[config.mk]
export PLATFORM = sky130hd
export DESIGN_NAME = cardec_top
export DESIGN_NICKNAME = d
export VERILOG_FILES = /design/src/rtl/cardec_pkg.sv /design/src/rtl/cardec_window.sv /design/src/rtl/cardec_region.sv /design/src/rtl/cardec_rdgate.sv /design/src/rtl/cardec_top.sv
export SDC_FILE = /design/constraint.sdc
export NUM_CORES = 1
export LEC_CHECK = 0
export CAP_MARGIN = 10
export CORE_AREA = 3 3 40 42
export DETAILED_ROUTE_END_ITERATION = 10
export DIE_AREA = 0 0 43 45
export RECOVER_POWER = 100
export SETUP_SLACK_MARGIN = 0.4
export SLEW_MARGIN = 5
export SYNTH_ARGS = -nofsm -noshare
export SYNTH_HDL_FRONTEND = slang
export SYNTH_SLANG_ARGS = --single-unit
[constraint.sdc]
create_clock -name vclk -period 1.1
set_clock_uncertainty 0.2 [all_clocks]
set_input_delay 0.165 -clock vclk [all_inputs]
set_output_delay 0.165 -clock vclk [all_outputs]
set_load 0.03 [all_outputs]
[src/rtl/cardec_pkg.sv]
// Shared types for the expansion card decoder.
// Assumes region codes are ordered low half, low register window,
// high half, high register window.
package cardec_pkg;
    typedef enum logic [1:0] {
        RGN_MEM_LO = 2'd0,
        RGN_REG_LO = 2'd1,
        RGN_MEM_HI = 2'd2,
        RGN_REG_HI = 2'd3
    } region_e;

    localparam int unsigned NUM_RGN = 4;
    localparam int unsigned NUM_PER = 2;
endpackage

[src/rtl/cardec_window.sv]
// Card window hit detection: decides whether the current memory cycle
// addresses this card at all.
// Assumes the window is the top TAG_W address bits equal to WIN_TAG, and
// that the page lines are only meaningful when page_mode is set.
module cardec_window #(
    parameter int unsigned ADDR_W     = 16,
    parameter int unsigned TAG_W      = 3,
    parameter logic [TAG_W-1:0] WIN_TAG = 3'b010,
    parameter int unsigned PAGE_W     = 5,
    parameter logic [PAGE_W-1:0] PAGE_MATCH = 5'b10111
) (
    input  logic [ADDR_W-1:0] addr,
    input  logic              mem_en,
    input  logic              card_on,
    input  logic              kill,
    input  logic [PAGE_W-1:0] page,
    input  logic              page_mode,
    output logic              hit
);
    logic tag_ok;
    logic page_ok;

    // Compare the top address bits against the window tag.
    always_comb begin
        tag_ok = (addr[ADDR_W-1 -: TAG_W] == WIN_TAG);
    end

    // Page lines matter only in second-host mode.
    always_comb begin
        page_ok = !page_mode || (page == PAGE_MATCH);
    end

    // Combine the cycle qualifiers into a single hit.
    always_comb begin
        hit = mem_en && !kill && card_on && tag_ok && page_ok;
    end
endmodule

[src/rtl/cardec_region.sv]
// Splits the card window into four regions: two memory halves, each with
// an optional register window of 2**REG_LSB bytes at its top.
// Assumes the half is chosen by the bit just below the window tag.
module cardec_region
    import cardec_pkg::*;
#(
    parameter int unsigned ADDR_W  = 16,
    parameter int unsigned TAG_W   = 3,
    parameter int unsigned REG_LSB = 4
) (
    input  logic [ADDR_W-1:0] addr,
    input  logic              regwin_on,
    output region_e           region
);
    localparam int unsigned HALF_BIT = ADDR_W - TAG_W - 1;
    localparam int unsigned FLD_MSB  = HALF_BIT - 1;

    logic upper_half;
    logic in_regwin;

    // Select which memory half the address falls in.
    always_comb begin
        upper_half = addr[HALF_BIT];
    end

    // Register window: all offset bits above the window size are ones.
    always_comb begin
        in_regwin = regwin_on && (&addr[FLD_MSB:REG_LSB]);
    end

    // Encode the region.
    always_comb begin
        unique case ({upper_half, in_regwin})
            2'b00:   region = RGN_MEM_LO;
            2'b01:   region = RGN_REG_LO;
            2'b10:   region = RGN_MEM_HI;
            default: region = RGN_REG_HI;
        endcase
    end
endmodule

[src/rtl/cardec_rdgate.sv]
// Read strobe gate for one register window: lets a read through only in
// the lower half of the window so that upper offsets are write-only.
// Assumes sel_n is the already-decoded active-low window select.
module cardec_rdgate #(
    parameter int unsigned ADDR_W  = 16,
    parameter int unsigned REG_LSB = 4
) (
    input  logic [ADDR_W-1:0] addr,
    input  logic              sel_n,
    input  logic              is_read,
    output logic              rd_n
);
    localparam int unsigned WO_BIT = REG_LSB - 1;

    // Pass the read only for selected, read, lower-half offsets.
    always_comb begin
        rd_n = !(!sel_n && is_read && !addr[WO_BIT]);
    end
endmodule

[src/rtl/cardec_top.sv]
// Expansion card address decoder top. Combinational: produces the
// card-select/bus-enable and per-region active-low selects, plus gated
// peripheral read strobes.
// Assumes control bits are held stable by an external register and that
// the outputs are sampled only after the address has settled.
module cardec_top
    import cardec_pkg::*;
#(
    parameter int unsigned ADDR_W  = 16,
    parameter int unsigned PAGE_W  = 5,
    parameter logic [PAGE_W-1:0] PAGE_MATCH = 5'b10111,
    parameter int unsigned REG_LSB = 4
) (
    input  logic [ADDR_W-1:0] addr,
    input  logic              mem_en,
    input  logic              is_read,
    input  logic              card_on,
    input  logic              regwin_on,
    input  logic              flash_rd_block,
    input  logic [PAGE_W-1:0] page,
    input  logic              page_mode,
    input  logic              kill,
    output logic              card_n,
    output logic              flash_sel_n,
    output logic              sram_sel_n,
    output logic              pera_sel_n,
    output logic              perb_sel_n,
    output logic              pera_rd_n,
    output logic              perb_rd_n
);
    localparam int unsigned TAG_W = 3;
    localparam logic [TAG_W-1:0] WIN_TAG = 3'b010;

    logic                 hit;
    region_e              region;
    logic [NUM_RGN-1:0]   rgn_sel;
    logic [NUM_PER-1:0]   per_sel_n;
    logic [NUM_PER-1:0]   per_rd_n;

    cardec_window #(
        .ADDR_W(ADDR_W), .TAG_W(TAG_W), .WIN_TAG(WIN_TAG),
        .PAGE_W(PAGE_W), .PAGE_MATCH(PAGE_MATCH)
    ) u_window (
        .addr(addr), .mem_en(mem_en), .card_on(card_on), .kill(kill),
        .page(page), .page_mode(page_mode), .hit(hit)
    );

    cardec_region #(
        .ADDR_W(ADDR_W), .TAG_W(TAG_W), .REG_LSB(REG_LSB)
    ) u_region (
        .addr(addr), .regwin_on(regwin_on), .region(region)
    );

    // One select line per region code, qualified by the window hit.
    for (genvar r = 0; r < NUM_RGN; r++) begin : g_rgn
        always_comb begin
            rgn_sel[r] = hit && (region == region_e'(r));
        end
    end

    // Peripheral windows sit at region codes 1 and 3; each gets a read gate.
    for (genvar p = 0; p < NUM_PER; p++) begin : g_per
        always_comb begin
            per_sel_n[p] = !rgn_sel[2*p + 1];
        end
        cardec_rdgate #(.ADDR_W(ADDR_W), .REG_LSB(REG_LSB)) u_rdgate (
            .addr(addr), .sel_n(per_sel_n[p]), .is_read(is_read),
            .rd_n(per_rd_n[p])
        );
    end

    // Drive the card-level and memory-region outputs.
    always_comb begin
        card_n      = !hit;
        flash_sel_n = !(rgn_sel[RGN_MEM_LO] && !(is_read && flash_rd_block));
        sram_sel_n  = !rgn_sel[RGN_MEM_HI];
        pera_sel_n  = per_sel_n[0];
        perb_sel_n  = per_sel_n[1];
        pera_rd_n   = per_rd_n[0];
        perb_rd_n   = per_rd_n[1];
    end
endmodule

=== Word level (Yosys, flattened, before mapping) ===
Index checks and enable logic that the tools add are counted.

* Register bits: 0
* Input bits: 28
* Output and inout port bits: 7
* Logic and storage cells: 38

* Equal/unequal tests: 7
* Mux-type cells: 1
* Reductions and logical operators: 30

{| class="wikitable"
|+ Operators with widths
! cell !! count
|-
| $logic_and A1 B1 Y1 || 15
|-
| $logic_not A1 Y1 || 11
|-
| $reduce_and A8 Y1 || 1
|-
| $eq A2 B2 Y1 const B || 3
|-
| $pmux W2 S3 || 1
|-
| $eq A5 B5 Y1 const B || 1
|-
| $eq A2 B1 Y1 const B || 2
|-
| $logic_not A2 Y1 || 2
|-
| $eq A3 B2 Y1 const B || 1
|-
| $logic_or A1 B1 Y1 || 1
|}

=== Depth between registers and ports, before layout ===
* Depth in word-level cells: 9
* Gate-level depth with buffers: 3
* Depth with buffers taken out: 3

=== Modules after synthesis ===
From an unflattened synthesis, not the netlist that was laid out.

* Cell total of the unflattened synthesis: 17
* Area total of the unflattened synthesis: 122.6 um^2

{| class="wikitable"
|+ Modules (own cells, without submodules)
! module !! times used !! cells an instance !! area an instance (um^2) !! sequential area each (um^2)
|-
| cardec_window || 1 || 5 || 41.3 || 0.0
|-
| cardec_top || 1 || 5 || 35.0 || 0.0
|-
| cardec_region || 1 || 5 || 28.8 || 0.0
|-
| cardec_rdgate || 2 || 1 || 8.8 || 0.0
|}

=== Worst setup path before layout ===
No wires, ideal clock.

* Path kind: input to output
* Start point: input port addr[13]
* End point: output port sram_sel_n
* Arrival time: 991 ps
* Data required time: 735 ps
* Path slack: -256 ps
* Stages on the path: 3
* Path buffers: 0
* Cells stage by stage: nand4bb_1 -> nor3b_1 -> nand4_1

* Cells in the longest elaborated chain, start to end: 5

{| class="wikitable"
|+ RTL lines
! item !! RTL line !! text
|-
| start, declared || cardec_top.sv:14 || <nowiki>input logic [ADDR_W-1:0] addr,</nowiki>
|-
| $eq A3 B2 Y1 || cardec_window.sv:25 || <nowiki>tag_ok = (addr[ADDR_W-1 -: TAG_W] == WIN_TAG);</nowiki>
|-
| $logic_and A1 B1 Y1 (2 in a row) || cardec_window.sv:35 || <nowiki>hit = mem_en && !kill && card_on && tag_ok && page_ok;</nowiki>
|-
| $logic_and A1 B1 Y1 || cardec_top.sv:57 || <nowiki>rgn_sel[r] = hit && (region == region_e'(r));</nowiki>
|-
| $logic_not A1 Y1 || cardec_top.sv:76 || <nowiki>sram_sel_n = !rgn_sel[RGN_MEM_HI];</nowiki>
|-
| end, declared || cardec_top.sv:25 || <nowiki>output logic sram_sel_n,</nowiki>
|}

No other way between the ends.

=== Worst setup path in the final report ===
* Start point: input port addr[13]
* End point: output port pera_rd_n

* Cells in the longest elaborated chain, start to end: 7

{| class="wikitable"
|+ RTL lines
! item !! RTL line !! text
|-
| $eq A3 B2 Y1 || cardec_window.sv:25 ||
|-
| $logic_and A1 B1 Y1 (2 in a row) || cardec_window.sv:35 ||
|-
| $logic_and A1 B1 Y1 || cardec_top.sv:57 ||
|-
| $logic_and A1 B1 Y1 (2 in a row) || cardec_rdgate.sv:17 || <nowiki>rd_n = !(!sel_n && is_read && !addr[WO_BIT]);</nowiki>
|-
| $logic_not A1 Y1 || cardec_rdgate.sv:17 ||
|-
| end, declared || cardec_top.sv:28 || <nowiki>output logic pera_rd_n,</nowiki>
|}

No other way between the ends.

==> metrics.md <==
| Metric | Value |
|---|---|
| Placed Area | around 490 µm² |
| DRT iter0 DRCs | 3 |
| Cell taking the most area after synthesis | nand4_1 |
| CP cell instances | buf_6 > nand4bb_4 > and4b_2 > nand4b_1 > buf_6 |
| Setup WS post-layout | -0.345 ns |
| Achievable Freq | 692 MHz |
| Io pins | 35 |
| Finished layout cell area | about 500 µm² |
| Die width | around 43 µm |
| Leakage | 0.219 nW |
| GP Congestion | 0.728 |
| Pint | 0.0000712 W |
| Row count | 13 |
| CP arrival | ~1.1 ns |
| Status | finished, violations left |
| Final setup violation count | 7 |
| Crit path largest cell delay | 0.34 ns |
| Hold-critical path depth | 4 |
| Die Y-Extent | 45 µm |
| Core area | 0.00128 mm² |
| Mapped Area | roughly 140 µm² |
| ANT nets after route | 0 |
| Hold Crit Class | input pin to output port |
| Hold_buf cts | 0 |
| P_sw | 0.0000375 W |
| Final period util | 131% |
| Mapped Nets | 48 |
| Vias in the first global route | 316 |
| Overflow left after global routing | 0 |
| RSZ-0062 raised after global routing | true |
| Clock buffer cells | 0 |
| PwrDens | 216 mW/mm² |
| DRC Markers | 0 |
| Critical path peak fanout | 4 |
| Drt via density | 4.58 |
| Largest net degree at the start of global routing | 8 |
| Post-synth top area share | 13.2% |
| Worst-Margin Slew | 0.212 ns |
| Num sequential | 0 |
| Hold path startpoint | regwin_on |
| Max VDD drop | 0.0794 mV |
| WP buf/inv | 2 |
| Area grow syn2layout | 253% |
| DP Worst Slack | -1.05 ns |
| Final wirelength | around 810 µm |
| Average cell area after synthesis | 7.13 µm² |
| Max_cap viols | 0 |
| Layout fillers | roughly 150 |
| Min Tclk post-route | 1.44 ns |
| Sequential area share after synthesis | 0% |
| Crit-path slowest cell | and4b_2 |
| Gate power share | 100.0% |
| Setup CP Type | input pin to output port |
| Flop pwr share | 0% |
| Worst Setup End Kind | output port |
| WL/cell | 11.4 µm |
| Via count | ~330 |
| Port Buffers | 32 |
| Count of cell types in the netlist | 15 |
| Layout cells sized above 1 | 60.7% |
| Global-route usage over all layers | 8.29% |
| Flip-flop and latch area | 0 µm² |
| Min Hold Slack | around 0.56 ns |
| N_diodes | 0 |
| First-pass GRT wire length | 1320 µm |
| Nets | 86 |
| Warnings, synthesis | 0 |
| Hold EP | flash_sel_n |
| Final-report max-slew violation count | 0 |
| Delay-heaviest family, CP | simple AND/OR/NAND/NOR gates |
| Failing checks | negative setup slack |
| Initial Util | roughly 11% |
| Worst rel slew slack | between 80% and 90% |
| Synth area leaders | nand4_1 (13%), nand3b_1 (11%), and4b_2 (7.9%), nand4bb_1 (7.9%), and4b_1 (7.0%) |
| Total Die Area | 0.00194 mm² |
| Clock network power share | 0% |
| Final HPWL DP | 639 µm |
| Post-layout util | between 30% and 40% |
| DRT Pass-1 Iters | 2 |
| Initial antenna violation count | 0 |
| Startpoint Class | input pin |
| CP required | roughly 0.73 ns |
| Hold Vio Cnt, Final | 0 |
| Worst path most repeated cell | buf_6 |
| Switching share of power | 34.5% |
| Gate Count Post-Synth | 20 |
| Setup TNS | -2.12 ns |
-- Yosys cell counts (all sizes together) --
| cell | n |
|---|---|
| nand4 | 3 |
| and4b | 2 |
| nand2 | 2 |
| nand3 | 2 |
| nand3b | 2 |
| a21o | 1 |
| a41oi | 1 |
| and3 | 1 |
| and4 | 1 |
| nand4b | 1 |
| nand4bb | 1 |
| nor2b | 1 |
| nor3b | 1 |
| o21ai | 1 |
-- kinds of logic (layout without fill, tap and decap cells) --
logic type | after synthesis | in the layout | share of synthesized area (%)
buffers and inverters | 0 | 36 | 0
AOI/OAI and AO/OA | 3 | 3 | 14.9
and+or+nand+nor | 17 | 17 | 85.1
-- layout by cell type, fill, tap and decap left out, types with 2 or more instances in the layout --
| cell | count |
|---|---|
| buf_2 | 12 |
| clkdlybuf4s15_1 | 2 |
| nand3b_1 | 2 |
| dlygate4sd2_1 | 7 |
| clkdlybuf4s50_1 | 2 |
| nand3_1 | 2 |
| buf_4 | 3 |
| nand4_1 | 3 |
| and4b_2 | 2 |
| buf_6 | 9 |
-- final cells by class --
type	instances	area (µm²)	area share (%)
multi-input combinational	20	194	38.6
tap	15	18.8	3.73
timing repair buffer	36	290	57.7
-- through the flow --
step	std cells	total power [W]
5_1_grt	71	0.000119
3_3_place_gp	69	0.000119
6_report	71	0.000109
2_1_floorplan	20	0.0000209
4_1_cts	70	0.0000982
3_5_place_dp	69	0.000120
-- how the worst max path moves through the flow --
stage | slack (ns) | endpoint | startpoint | cells after the start
after floorplan | -0.25 | sram_sel_n | addr[13] | 3
after global placement | -1.05 | sram_sel_n | addr[13] | 6
after detailed placement | -1.05 | flash_sel_n | addr[13] | 6
after CTS | -0.34 | pera_rd_n | addr[15] | 5
after global routing | -0.39 | pera_rd_n | addr[13] | 5
final | -0.34 | pera_rd_n | addr[13] | 5
-- power groups by stage --
stage	clock network [W]	logic [W]	registers (W)
finish	0	0.000109	0
global route	0	0.000119	0
CTS	0	0.0000982	0
detailed placement	0	0.000120	0
global placement	0	0.000119	0
floorplan	0	0.0000209	0
-- per-layer routing --
metal / up-vias / wire [µm] / track usage (%) / share of wire [%]
met2: 25 / 349 / 15.3 / 43
met1: 140 / 359 / 11.0 / 44
met4: 0 / 0 / 0 / 0
met5: - / 0 / 0 / 0
met3: 0 / 103 / 1.20 / 13
li1: 160 / - / - / -
-- tightest hold or removal path, stage by stage --
cell	delay, ns
buf_2	0.11
a41oi_2	0.11
nand3_1	0.09
buf_6	0.13
-- repair_timing --
action / CTS / global route
pin swaps: 10 / 5
setup endpoints to repair: 7 / 7
resized for setup: 82 / 8
setup buffers: 1 / 1
Power figures use the tool's default switching activity.
